[src/rtl/tw_offload_pkg.sv]
// Shared definitions for the two-wire offload sequencer.
// Assumes an 8-byte maximum transfer and a 3-bit length field.
package tw_offload_pkg;
    typedef enum logic [1:0] {
        OP_START = 2'd0,
        OP_WRITE = 2'd1,
        OP_READ  = 2'd2,
        OP_STOP  = 2'd3
    } bus_op_e;

    typedef enum logic [2:0] {
        SQ_IDLE, SQ_START, SQ_ADR1, SQ_ADR2, SQ_XFER, SQ_STOP, SQ_DONE
    } seq_state_e;

    // control word bit positions
    localparam int CTL_WR      = 0;
    localparam int CTL_RD      = 1;
    localparam int CTL_ADR_LSB = 2;
    localparam int CTL_TEN     = 12;
    localparam int CTL_TXN_LSB = 13;
    localparam int CTL_RXN_LSB = 16;
    localparam int CTL_EN      = 19;
    localparam int LEN_W       = 3;

    // register word indices
    localparam int RA_CTRL   = 0;
    localparam int RA_TXLO   = 1;
    localparam int RA_TXHI   = 2;
    localparam int RA_RXLO   = 3;
    localparam int RA_RXHI   = 4;
    localparam int RA_STATUS = 5;
    localparam int RA_CAUSE  = 6;
    localparam int RA_MASK   = 7;
    localparam int RA_TIMING = 8;
endpackage

[src/rtl/tw_offload_regs.sv]
// Register file of the offload sequencer: control, transmit/receive words,
// status, cause, mask and timing. Receive bytes are written one lane at a
// time by the sequencer. Assumes a sequencer completion pulse of one cycle.
module tw_offload_regs
    import tw_offload_pkg::*;
#(
    parameter int DATA_W = 32,
    parameter int REG_AW = 4,
    localparam int NBYTES = 2 * DATA_W / 8,
    localparam int CNT_W  = $clog2(NBYTES)
) (
    input  logic                 clk,
    input  logic                 rst_n,
    input  logic                 reg_wr,
    input  logic [REG_AW-1:0]    reg_addr,
    input  logic [DATA_W-1:0]    reg_wdata,
    output logic [DATA_W-1:0]    reg_rdata,
    output logic [CTL_EN:0]      ctrl_word,
    output logic [8*NBYTES-1:0]  tx_bytes,
    input  logic                 fin,
    input  logic                 fin_err,
    input  logic                 rx_we,
    input  logic [CNT_W-1:0]     rx_idx,
    input  logic [7:0]           rx_byte,
    output logic                 irq
);
    logic [DATA_W-1:0] ctrl_q, txlo_q, txhi_q, mask_q, timing_q;
    logic              status_err, cause_q;
    logic [7:0]        rx_mem [NBYTES];
    logic [8*NBYTES-1:0] rx_flat;

    function automatic logic hit(input logic [REG_AW-1:0] a, input int idx);
        return a == REG_AW'(idx);
    endfunction

    // software-writable configuration registers
    always_ff @(posedge clk) begin
        if (!rst_n) begin
            ctrl_q   <= '0;
            txlo_q   <= '0;
            txhi_q   <= '0;
            mask_q   <= '0;
            timing_q <= '0;
        end else if (reg_wr) begin
            if (hit(reg_addr, RA_CTRL))   ctrl_q   <= reg_wdata;
            if (hit(reg_addr, RA_TXLO))   txlo_q   <= reg_wdata;
            if (hit(reg_addr, RA_TXHI))   txhi_q   <= reg_wdata;
            if (hit(reg_addr, RA_MASK))   mask_q   <= reg_wdata;
            if (hit(reg_addr, RA_TIMING)) timing_q <= reg_wdata;
        end
    end

    // completion status and cause; completion wins over a clearing write
    always_ff @(posedge clk) begin
        if (!rst_n) begin
            status_err <= 1'b0;
            cause_q    <= 1'b0;
        end else if (fin) begin
            status_err <= fin_err;
            cause_q    <= 1'b1;
        end else if (reg_wr && hit(reg_addr, RA_CAUSE)) begin
            cause_q    <= cause_q & reg_wdata[0];
        end
    end

    // one storage lane per received byte
    for (genvar g = 0; g < NBYTES; g++) begin : g_rx
        always_ff @(posedge clk) begin
            if (!rst_n)                                rx_mem[g] <= '0;
            else if (rx_we && rx_idx == CNT_W'(g))     rx_mem[g] <= rx_byte;
        end
        assign rx_flat[8*g +: 8] = rx_mem[g];
    end

    assign ctrl_word = ctrl_q[CTL_EN:0];
    assign tx_bytes  = {txhi_q, txlo_q};
    assign irq       = cause_q & mask_q[0];

    // read multiplexer
    always_comb begin
        reg_rdata = '0;
        if (hit(reg_addr, RA_CTRL))   reg_rdata = ctrl_q;
        if (hit(reg_addr, RA_TXLO))   reg_rdata = txlo_q;
        if (hit(reg_addr, RA_TXHI))   reg_rdata = txhi_q;
        if (hit(reg_addr, RA_RXLO))   reg_rdata = rx_flat[DATA_W-1:0];
        if (hit(reg_addr, RA_RXHI))   reg_rdata = rx_flat[2*DATA_W-1:DATA_W];
        if (hit(reg_addr, RA_STATUS)) reg_rdata = DATA_W'(status_err);
        if (hit(reg_addr, RA_CAUSE))  reg_rdata = DATA_W'(cause_q);
        if (hit(reg_addr, RA_MASK))   reg_rdata = mask_q;
        if (hit(reg_addr, RA_TIMING)) reg_rdata = timing_q;
    end

    // a completion pulse leaves the cause set and the status matching
    assert_fin_cause_R10: assert property (@(posedge clk) disable iff (!rst_n)
        fin |=> cause_q && (status_err == $past(fin_err)));

    // a zero write to cause without completion clears it
    assert_cause_clear_R10: assert property (@(posedge clk) disable iff (!rst_n)
        (reg_wr && hit(reg_addr, RA_CAUSE) && !reg_wdata[0] && !fin) |=> !cause_q);
endmodule

[src/rtl/tw_offload_seq.sv]
// Transfer sequencer: on an enable edge it walks start, address, data and
// stop commands over the byte-engine handshake. Assumes the engine pulses
// cmd_done for one cycle per command and that transmit words stay stable
// while a transfer runs.
module tw_offload_seq
    import tw_offload_pkg::*;
#(
    parameter int NBYTES = 8,
    localparam int CNT_W = $clog2(NBYTES)
) (
    input  logic                 clk,
    input  logic                 rst_n,
    input  logic [CTL_EN:0]      ctrl_word,
    input  logic [8*NBYTES-1:0]  tx_bytes,
    output logic                 cmd_valid,
    output bus_op_e              cmd_op,
    output logic [7:0]           cmd_data,
    output logic                 cmd_nack,
    input  logic                 cmd_done,
    input  logic                 cmd_ack_in,
    input  logic [7:0]           cmd_rdata,
    output logic                 fin,
    output logic                 fin_err,
    output logic                 rx_we,
    output logic [CNT_W-1:0]     rx_idx,
    output logic [7:0]           rx_byte
);
    seq_state_e       state;
    logic             en_q, is_rd, ten, err;
    logic [9:0]       adr;
    logic [CNT_W-1:0] cnt, last;
    logic             launch, good;

    assign launch = ctrl_word[CTL_EN] && !en_q && (state == SQ_IDLE);
    assign good   = ctrl_word[CTL_WR] ^ ctrl_word[CTL_RD];

    // state machine and per-transfer context
    always_ff @(posedge clk) begin
        if (!rst_n) begin
            state <= SQ_IDLE;
            en_q  <= 1'b0;
            is_rd <= 1'b0;
            ten   <= 1'b0;
            err   <= 1'b0;
            adr   <= '0;
            cnt   <= '0;
            last  <= '0;
        end else begin
            en_q <= ctrl_word[CTL_EN];
            case (state)
                SQ_IDLE: if (launch) begin
                    is_rd <= ctrl_word[CTL_RD];
                    ten   <= ctrl_word[CTL_TEN];
                    adr   <= ctrl_word[CTL_ADR_LSB +: 10];
                    last  <= ctrl_word[CTL_RD] ? CNT_W'(ctrl_word[CTL_RXN_LSB +: LEN_W])
                                               : CNT_W'(ctrl_word[CTL_TXN_LSB +: LEN_W]);
                    cnt   <= '0;
                    err   <= !good;
                    state <= good ? SQ_START : SQ_DONE;
                end
                SQ_START: if (cmd_done) state <= SQ_ADR1;
                SQ_ADR1: if (cmd_done) begin
                    if (!cmd_ack_in) begin
                        err   <= 1'b1;
                        state <= SQ_STOP;
                    end else begin
                        state <= ten ? SQ_ADR2 : SQ_XFER;
                    end
                end
                SQ_ADR2: if (cmd_done) begin
                    if (!cmd_ack_in) begin
                        err   <= 1'b1;
                        state <= SQ_STOP;
                    end else begin
                        state <= SQ_XFER;
                    end
                end
                SQ_XFER: if (cmd_done) begin
                    if (!is_rd && !cmd_ack_in) begin
                        err   <= 1'b1;
                        state <= SQ_STOP;
                    end else if (cnt == last) begin
                        state <= SQ_STOP;
                    end else begin
                        cnt <= cnt + 1'b1;
                    end
                end
                SQ_STOP: if (cmd_done) state <= SQ_DONE;
                SQ_DONE: state <= SQ_IDLE;
                default: state <= SQ_IDLE;
            endcase
        end
    end

    // command presented to the byte engine for the current state
    always_comb begin
        cmd_valid = 1'b0;
        cmd_op    = OP_START;
        cmd_data  = 8'h00;
        cmd_nack  = 1'b0;
        case (state)
            SQ_START: cmd_valid = 1'b1;
            SQ_ADR1: begin
                cmd_valid = 1'b1;
                cmd_op    = OP_WRITE;
                cmd_data  = ten ? {5'b11110, adr[9:8], is_rd} : {adr[6:0], is_rd};
            end
            SQ_ADR2: begin
                cmd_valid = 1'b1;
                cmd_op    = OP_WRITE;
                cmd_data  = adr[7:0];
            end
            SQ_XFER: begin
                cmd_valid = 1'b1;
                if (is_rd) begin
                    cmd_op   = OP_READ;
                    cmd_nack = (cnt == last);
                end else begin
                    cmd_op   = OP_WRITE;
                    cmd_data = tx_bytes[{cnt, 3'b000} +: 8];
                end
            end
            SQ_STOP: begin
                cmd_valid = 1'b1;
                cmd_op    = OP_STOP;
            end
            default: ;
        endcase
    end

    assign fin     = (state == SQ_DONE);
    assign fin_err = err;
    assign rx_we   = (state == SQ_XFER) && is_rd && cmd_done;
    assign rx_idx  = cnt;
    assign rx_byte = cmd_rdata;

    // a pending command holds steady until the engine finishes it
    assert_cmd_hold_R3: assert property (@(posedge clk) disable iff (!rst_n)
        (cmd_valid && !cmd_done) |=> cmd_valid && $stable(cmd_op) && $stable(cmd_data));

    // a legal launch opens with a start command
    assert_first_start_R3: assert property (@(posedge clk) disable iff (!rst_n)
        (launch && good) |=> cmd_valid && cmd_op == OP_START);

    // an illegal launch completes with error and no bus command
    assert_bad_quiet_R9: assert property (@(posedge clk) disable iff (!rst_n)
        (launch && !good) |=> !cmd_valid && fin && fin_err);

    // a refused written byte is followed directly by stop
    assert_nack_stop_R8: assert property (@(posedge clk) disable iff (!rst_n)
        (cmd_valid && cmd_op == OP_WRITE && cmd_done && !cmd_ack_in)
        |=> cmd_valid && cmd_op == OP_STOP);

    // a finished stop leads to the completion pulse
    assert_stop_fin_R10: assert property (@(posedge clk) disable iff (!rst_n)
        (cmd_valid && cmd_op == OP_STOP && cmd_done) |=> fin);
endmodule

[src/rtl/tw_offload_top.sv]
// Top of the two-wire transaction offload sequencer: register file plus
// sequencer, presenting a register port, an interrupt and a byte-engine port.
module tw_offload_top
    import tw_offload_pkg::*;
#(
    parameter int DATA_W = 32,
    parameter int REG_AW = 4
) (
    input  logic              clk,
    input  logic              rst_n,
    input  logic              reg_wr,
    input  logic [REG_AW-1:0] reg_addr,
    input  logic [DATA_W-1:0] reg_wdata,
    output logic [DATA_W-1:0] reg_rdata,
    output logic              irq,
    output logic              cmd_valid,
    output logic [1:0]        cmd_op,
    output logic [7:0]        cmd_data,
    output logic              cmd_nack,
    input  logic              cmd_done,
    input  logic              cmd_ack_in,
    input  logic [7:0]        cmd_rdata
);
    localparam int NBYTES = 2 * DATA_W / 8;
    localparam int CNT_W  = $clog2(NBYTES);

    logic [CTL_EN:0]     ctrl_word;
    logic [8*NBYTES-1:0] tx_bytes;
    logic                fin, fin_err, rx_we;
    logic [CNT_W-1:0]    rx_idx;
    logic [7:0]          rx_byte;
    bus_op_e             op_int;

    tw_offload_regs #(.DATA_W(DATA_W), .REG_AW(REG_AW)) u_regs (
        .clk(clk), .rst_n(rst_n),
        .reg_wr(reg_wr), .reg_addr(reg_addr), .reg_wdata(reg_wdata),
        .reg_rdata(reg_rdata), .ctrl_word(ctrl_word), .tx_bytes(tx_bytes),
        .fin(fin), .fin_err(fin_err), .rx_we(rx_we), .rx_idx(rx_idx),
        .rx_byte(rx_byte), .irq(irq)
    );

    tw_offload_seq #(.NBYTES(NBYTES)) u_seq (
        .clk(clk), .rst_n(rst_n),
        .ctrl_word(ctrl_word), .tx_bytes(tx_bytes),
        .cmd_valid(cmd_valid), .cmd_op(op_int), .cmd_data(cmd_data),
        .cmd_nack(cmd_nack), .cmd_done(cmd_done), .cmd_ack_in(cmd_ack_in),
        .cmd_rdata(cmd_rdata), .fin(fin), .fin_err(fin_err),
        .rx_we(rx_we), .rx_idx(rx_idx), .rx_byte(rx_byte)
    );

    assign cmd_op = op_int;
endmodule

[config.mk]
export PLATFORM = sky130hd
export DESIGN_NAME = tw_offload_top
export DESIGN_NICKNAME = d
export VERILOG_FILES = /design/src/rtl/tw_offload_pkg.sv /design/src/rtl/tw_offload_regs.sv /design/src/rtl/tw_offload_seq.sv /design/src/rtl/tw_offload_top.sv
export SDC_FILE = /design/constraint.sdc
export NUM_CORES = 1
export LEC_CHECK = 0
export ABC_CLOCK_PERIOD_IN_PS = 2900
export CORE_ASPECT_RATIO = 1.4
export CORE_MARGIN = 2
export CORE_UTILIZATION = 41
export CTS_BUF_LIST = sky130_fd_sc_hd__clkbuf_4
export DETAILED_ROUTE_END_ITERATION = 10
export DONT_BUFFER_PORTS = 1
export HOLD_SLACK_MARGIN = 0.1
export PLACE_DENSITY = 0.55
export SKIP_LAST_GASP = 1
export SYNTH_ARGS = -nofsm -noshare
export SYNTH_HDL_FRONTEND = slang
export SYNTH_SLANG_ARGS = --single-unit
[constraint.sdc]
create_clock -name clk -period 2.9 [get_ports clk]
set_clock_uncertainty 0.2 [all_clocks]
set_input_delay 0.435 -clock clk [delete_from_list [all_inputs] [get_ports clk]]
set_output_delay 0.435 -clock clk [all_outputs]
set_load 0.02 [all_outputs]
==> run metrics, run 1 <==
top cells by count, synth=398 x nand2_1, 185 x dfxtp_1, 114 x a21boi_1; GP Congestion=0.908; WL final=42600 µm; max cap viols=0; chip width=150 µm; nets=1471; gr usage total=27.1%; syn avg cell area=9.21 µm²; min setup slack post-route=0.0171 ns; CP arrival=2.25 ns; worst IR drop on VDD=0.000244 V; Crit path required time=2.27 ns; total power=7410 µW; min-delay worst type=primary input to flop; max incr delay on CP=0.64 ns; Port Buffers=0; Crit Path Max Fanout=42; vias per inst=5.62; routing usage on met3=5.37%; Syn Inst Count=1322; Netlist cell types=50; outcome=finished, final reports clean; area leader, netlist=dfxtp_1; CP Cell Sequence=dlygate4sd3_1 > nor2b_2 > buf_4 > o2bb2ai_1 > a2bb2oi_1 > a211oi_1 > buf_4; number of buffers created by CTS=61; post-DP HPWL=28500 µm; post-route ant nets=0; Residual DRC=0; Fin. Hold Viols=0; initial DRC count=1052; Most common cell on crit path=buf_4; multi-input logic area=6220 µm²; CP Capture Type=output pin; Initial Utilization=41.6%; Clock Latency Late Sink=0.74 ns; first-pass GRT wire length=63700 µm; warnings from Yosys=0; Syn Nets=1380; dominant synthesized flop cell=dfxtp_1; Most Crowded Layer GR=met2; flops & latches, synth=249; Vias=10.4k; CP startpoint kind=primary input; pwr dens=513 nW/µm²; clock tree buffer depth=3; async set-reset flop share out of synthesis=0%; setup violators final=0; CTS Sinks=249; Die Area=31100 µm²; Wirelength per Cell=23.0 µm; CTS tree=done; fmax=0.347 GHz; area delta synth->final=18.6%; Setup Crit Path Kind=primary input to output pin; share of layout cells above drive strength 1=15.1%; Worst-path clk slew=0.07 ns; fin crit period=2.88 ns; vias in the first global route=10.0k; sequential-to-total area share from yosys stat=46.2%; fillers=2823; flip-flop and latch area=5630 µm²; Max Slew Vio Count=0; drt pass-1 iters=8; worst rel slew slack=43.9%; RSZ-0062 raised after global routing=yes; area of the core=29300 µm²; Mapped Area=12200 µm²; most frequent cell after synthesis=nand2_1; Final Cycle Share=99.4%; top cell type's share of synthesized area=30.4%; GRT overflow=0; Post-synth EDFFs=64; num rows=74; pre-CTS worst setup slack=0.439 ns; H-tree depth=2; static leakage=0.00519 µW; met2 usage=45.3%; initial antenna violation count=7; Worst-Margin Slew=0.842 ns; slowest CP cell=dlygate4sd3_1; IO Pins=94; synth top area cells=dfxtp_1 30%, edfxtp_1 16%, nand2_1 12%, a21boi_1 7.0%, mux4_2 4.1%; met1 GRT Util=34.7%; largest net degree at the start of global routing=196; clock root buffer=clkbuf_4; Die Y=208 µm
-- routing by layer --
metal | up-vias | part of all wire, %
met3 | 88 | 6.1
met4 | 2 | 3.2
met1 | 5048 | 41
met5 | - | 0.026
li1 | 4868 | -
met2 | 402 | 49
-- metrics by stage --
stage | util [%] | setup TNS, ns | cells | hold WS [ns] | area, µm²
6_report | 49.4 | 0 | 1851 | 0.173 | 14400
5_1_grt | 49.3 | -0.111 | 1848 | 0.125 | 14400
4_1_cts | 48.5 | -0.678 | 1842 | 0.111 | 14200
3_5_place_dp | 43.5 | 0 | 1663 | 0.245 | 12700
3_3_place_gp | 43.5 | 0 | 1663 | 0.240 | 12700
2_1_floorplan | - | 0 | 1322 | 0.232 | 12200
-- worst paths after layout --
kind                                    startpoint                            endpoint  slack, ns  cells past startpoint
hold / removal                            cmd_done  u_regs.rx_mem[1][15]$_SDFFCE_PN0P_       0.17                      3
hold reg to reg   u_regs.timing_q[20]$_SDFFE_PN0P_    u_regs.timing_q[20]$_SDFFE_PN0P_       0.25                      2
setup / recovery                       reg_addr[0]                        reg_rdata[0]       0.02                      7
setup reg to reg       u_seq.state[0]$_SDFFE_PN0P_        u_seq.rx_idx[1]$_SDFFE_PN0P_       0.31                      6
-- cell type report --
type | count | share of cell area, %
timing repair buffer | 136 | 9.05
clock inverter | 34 | 0.901
multi-input combinational | 953 | 43.1
antenna | 5 | 0.0867
sequential | 249 | 39.0
tap | 380 | 3.29
inverter | 12 | 0.338
clock buffer | 82 | 4.26
-- sequential cells by signal, indices dropped and copies added, names as in the netlist, 3 cells and up --
register	cells
u_regs.rx_mem	64
u_regs.ctrl_q	32
u_regs.mask_q	32
u_regs.timing_q	32
u_regs.txhi_q	32
u_regs.txlo_q	32
u_seq.adr	10
u_seq.last	3
u_seq.rx_idx	3
u_seq.state	3
-- placed cells by master, fill, tap and decap left out, types with 21 or more instances in the layout --
| master | Yosys | final |
|---|---|---|
| nand2_1 | 398 | 398 |
| dfxtp_1 | 185 | 182 |
| a21boi_1 | 114 | 114 |
| clkbuf_4 | 0 | 82 |
| buf_4 | 8 | 66 |
| edfxtp_1 | 64 | 64 |
| dlygate4sd3_1 | 0 | 61 |
| a21boi_0 | 60 | 60 |
| and2_1 | 54 | 54 |
| nor2_1 | 45 | 44 |
| mux2i_1 | 47 | 39 |
| a222oi_1 | 31 | 31 |
| clkinv_1 | 0 | 31 |
| a31oi_1 | 26 | 26 |
| o2bb2ai_1 | 26 | 26 |
| mux4_2 | 22 | 22 |
| and3_1 | 21 | 21 |
-- what timing repair did --
action	CTS	global route
endpoints found under the hold margin	313	0
hold buffers	62	0
resized for setup	11	31
pin swaps	1	5
setup buffers	0	3
endpoints found under the setup margin	11	23
cloned	1	1
-- worst max-delay path: cells and delay by family --
| family | cells | cell delay (ns) |
|---|---|---|
| AND/OR/NAND/NOR | 1 | 0.16 |
| buffers and inverters | 3 | 1.04 |
| AO/OA/AOI/OAI | 3 | 0.60 |
-- cells by family after synthesis --
kind of cell	synth area share [%]
multiplexers	7.93
AO/OA/AOI/OAI	19.1
buffers and inverters	4.63
AND/OR/NAND/NOR	20.9
flip-flops	46.2
XOR/XNOR	0.288
adder cells (fa/ha/maj)	0.925
-- where the power goes --
part	internal, µW	total, µW	switching [µW]
registers	3640	3720	81.0
logic	342	893	551
clock network	1320	2800	1470
No activity file was read; power rests on OpenSTA's default activity.
==> inputs of run 2 (changes only) <==
- CTS_BUF_LIST: sky130_fd_sc_hd__clkbuf_4 -> default
==> run 2 against run 1 <==
Setup slack improved by 0.079 ns. Sequential power about the same. Combinational power decreased by 7.3%. Register-to-register slack improved by 0.28 ns. Sequential share of layout area about the same. Fmax increased by 2.8%. Via count decreased by 2.7%. Sequential cell count unchanged. Routed wire length decreased by 3.0%. Global-route usage decreased by 0.65 points.
==> run metrics, run 2 (same netlist as run 1, synthesis figures left out) <==
fmax=0.357 GHz (+2.8%); Int Power=6440 µW (+21%); Comb pwr share=9.8% (-2.2 points); dpl cells=1663 (unchanged); Setup Crit Path Kind=primary input to output pin; CP Capture Type=output pin; H-tree depth=1 (-1); Fin. Hold Viols=0 (unchanged); clock root buffer=clkbuf_16; commonest cells after routing, fill and taps aside=398 x nand2_1, 184 x dfxtp_1, 114 x a21boi_1; Max Slew Vio Count=0 (unchanged); pwr dens=589 nW/µm² (+15%); Reg2Reg Setup Slack=0.59 ns (+0.28 ns); max reg flops=64 (unchanged); area delta synth->final=18.3%; CP arrival=2.17 ns (-0.08 ns); Reg power frac=43.9% (-6.3 points); Initial Utilization=41.6% (unchanged); share of layout cells above drive strength 1=11.0% (-4.0 points); max cap viols=0 (unchanged); Die Area=31100 µm² (unchanged); area of the core=29300 µm² (unchanged); vias per inst=5.70 (+1.3%); Worst-path clk slew=0.06 ns (about the same); IO Pins=94 (unchanged); post-route ant nets=0 (unchanged); fin crit period=2.80 ns (-0.0788 ns); post-DP HPWL=28500 µm (unchanged); P_sw=2050 µW (-2.5%); total power=8490 µW (+15%); min-delay worst type=primary input to flop; Non-Filler Instances=1778 (-3.9%); leading cell type in the layout, fill and taps excluded=nand2_1; nets=1434 (-2.5%); static leakage=0.00527 µW (+1.6%); Port Buffers=0 (unchanged); CP startpoint kind=primary input; Reg with most FFs=u_regs.rx_mem; Final Cycle Share=96.7% (-2.7 points); GP Congestion=0.908 (unchanged); vias in the first global route=9835 (-2.1%); gr usage total=26.4% (-0.65 points); Vias=10.1k (-2.7%); Net Sw Frac=24.1% (-4.2 points); Crit path required time=2.27 ns (about the same); Wirelength per Cell=23.2 µm (+1.0%); clock tree buffer depth=3 (unchanged); setup violators final=0 (unchanged); Clock Latency Late Sink=0.54 ns (-0.20 ns); WL final=41300 µm (-3.0%); CTS tree=done; Worst Hold Slack=0.135 ns (-0.0374 ns); number of buffers created by CTS=26 (-57%); outcome=finished, final reports clean; drt pass-1 iters=9 (+1); TNS Setup=0 ns (unchanged); Die Y=208 µm (unchanged); chip width=150 µm (unchanged); Clk pwr share=46.4% (+8.7 points); num rows=74 (unchanged); CTS Sinks=249 (unchanged); largest net degree at the start of global routing=180 (-8.2%); Crit Path Max Fanout=31 (-26%); worst IR drop on VDD=0.000339 V (+39%); Residual DRC=0 (unchanged); Worst-Margin Slew=0.717 ns (-0.124 ns); initial DRC count=1120 (+6.5%); initial antenna violation count=2 (-5); # Post-CTS Setup Buffers=0 (unchanged); first-pass GRT wire length=62400 µm (-2.0%); RSZ-0062 raised after global routing=no; worst rel slew slack=52.2% (+8.3 points); GRT overflow=0 (unchanged)
==> run 2: area by class of cell <==
cell class,instances,area (µm²)
antenna,2,5.00
clock buffer,32,716
clock inverter,16,293
fill,2801,14800
inverter,12,45.0
multi-input combinational,953,6000
sequential,249,5630
tap,380,475
timing repair buffer,134,1250
==> run 2: what timing repair did <==
| action | in CTS | in global routing |
|---|---|---|
| gates resized for setup | 0 | 1 |
| endpoints found under the hold margin | 282 | 0 |
| hold buffers | 65 | 0 |
| setup endpoints to repair | 0 | 3 |
==> run 2: stage by stage <==
step	util [%]	cell area (µm²)	setup WS (ns)
final	49.2	14400	0.0959
after detailed placement	43.5	12700	0.439
after CTS	49.2	14400	0.0465
after global placement	43.5	12700	0.470
after global routing	49.2	14400	0.0142
after floorplan	-	12200	0.436
==> run 2: critical path: stages <==
cell           delay [ns]
dlygate4sd3_1        0.54
nand2b_1             0.14
nor3_2               0.24
buf_12               0.24
a222oi_1             0.10
a31oi_1              0.26
buf_4                0.19
==> run 2: power groups by stage <==
stage	Clock [µW]	Combinational [µW]	Sequential (µW)
2_1_floorplan	0	561	3760
3_3_place_gp	0	651	3800
3_5_place_dp	0	657	3800
4_1_cts	3990	827	3720
5_1_grt	4140	891	3730
6_report	3940	828	3720
==> run 2: metal layers <==
layer | vias to the layer above | part of all wire [%] | wire [µm] | global-route usage, %
met3 | 83 | 6.5 | 2680 | 4.17
met2 | 390 | 49 | 20100 | 43.7
li1 | 4742 | - | - | -
met1 | 4911 | 41 | 17000 | 34.7
met5 | - | 0 | 0 | 0
met4 | 0 | 3.6 | 1480 | 9.79
==> run 2: path summary, 6_finish.rpt <==
kind,to,from,cells after the start
setup / recovery,reg_rdata[25],reg_addr[2],7
hold / removal,u_regs.rx_mem[0][7]$_SDFFCE_PN0P_,rst_n,2
setup reg to reg,u_regs.rx_mem[0][3]$_SDFFCE_PN0P_,u_seq.state[1]$_SDFFE_PN0P_,4
hold reg to reg,u_regs.timing_q[20]$_SDFFE_PN0P_,u_regs.timing_q[20]$_SDFFE_PN0P_,2
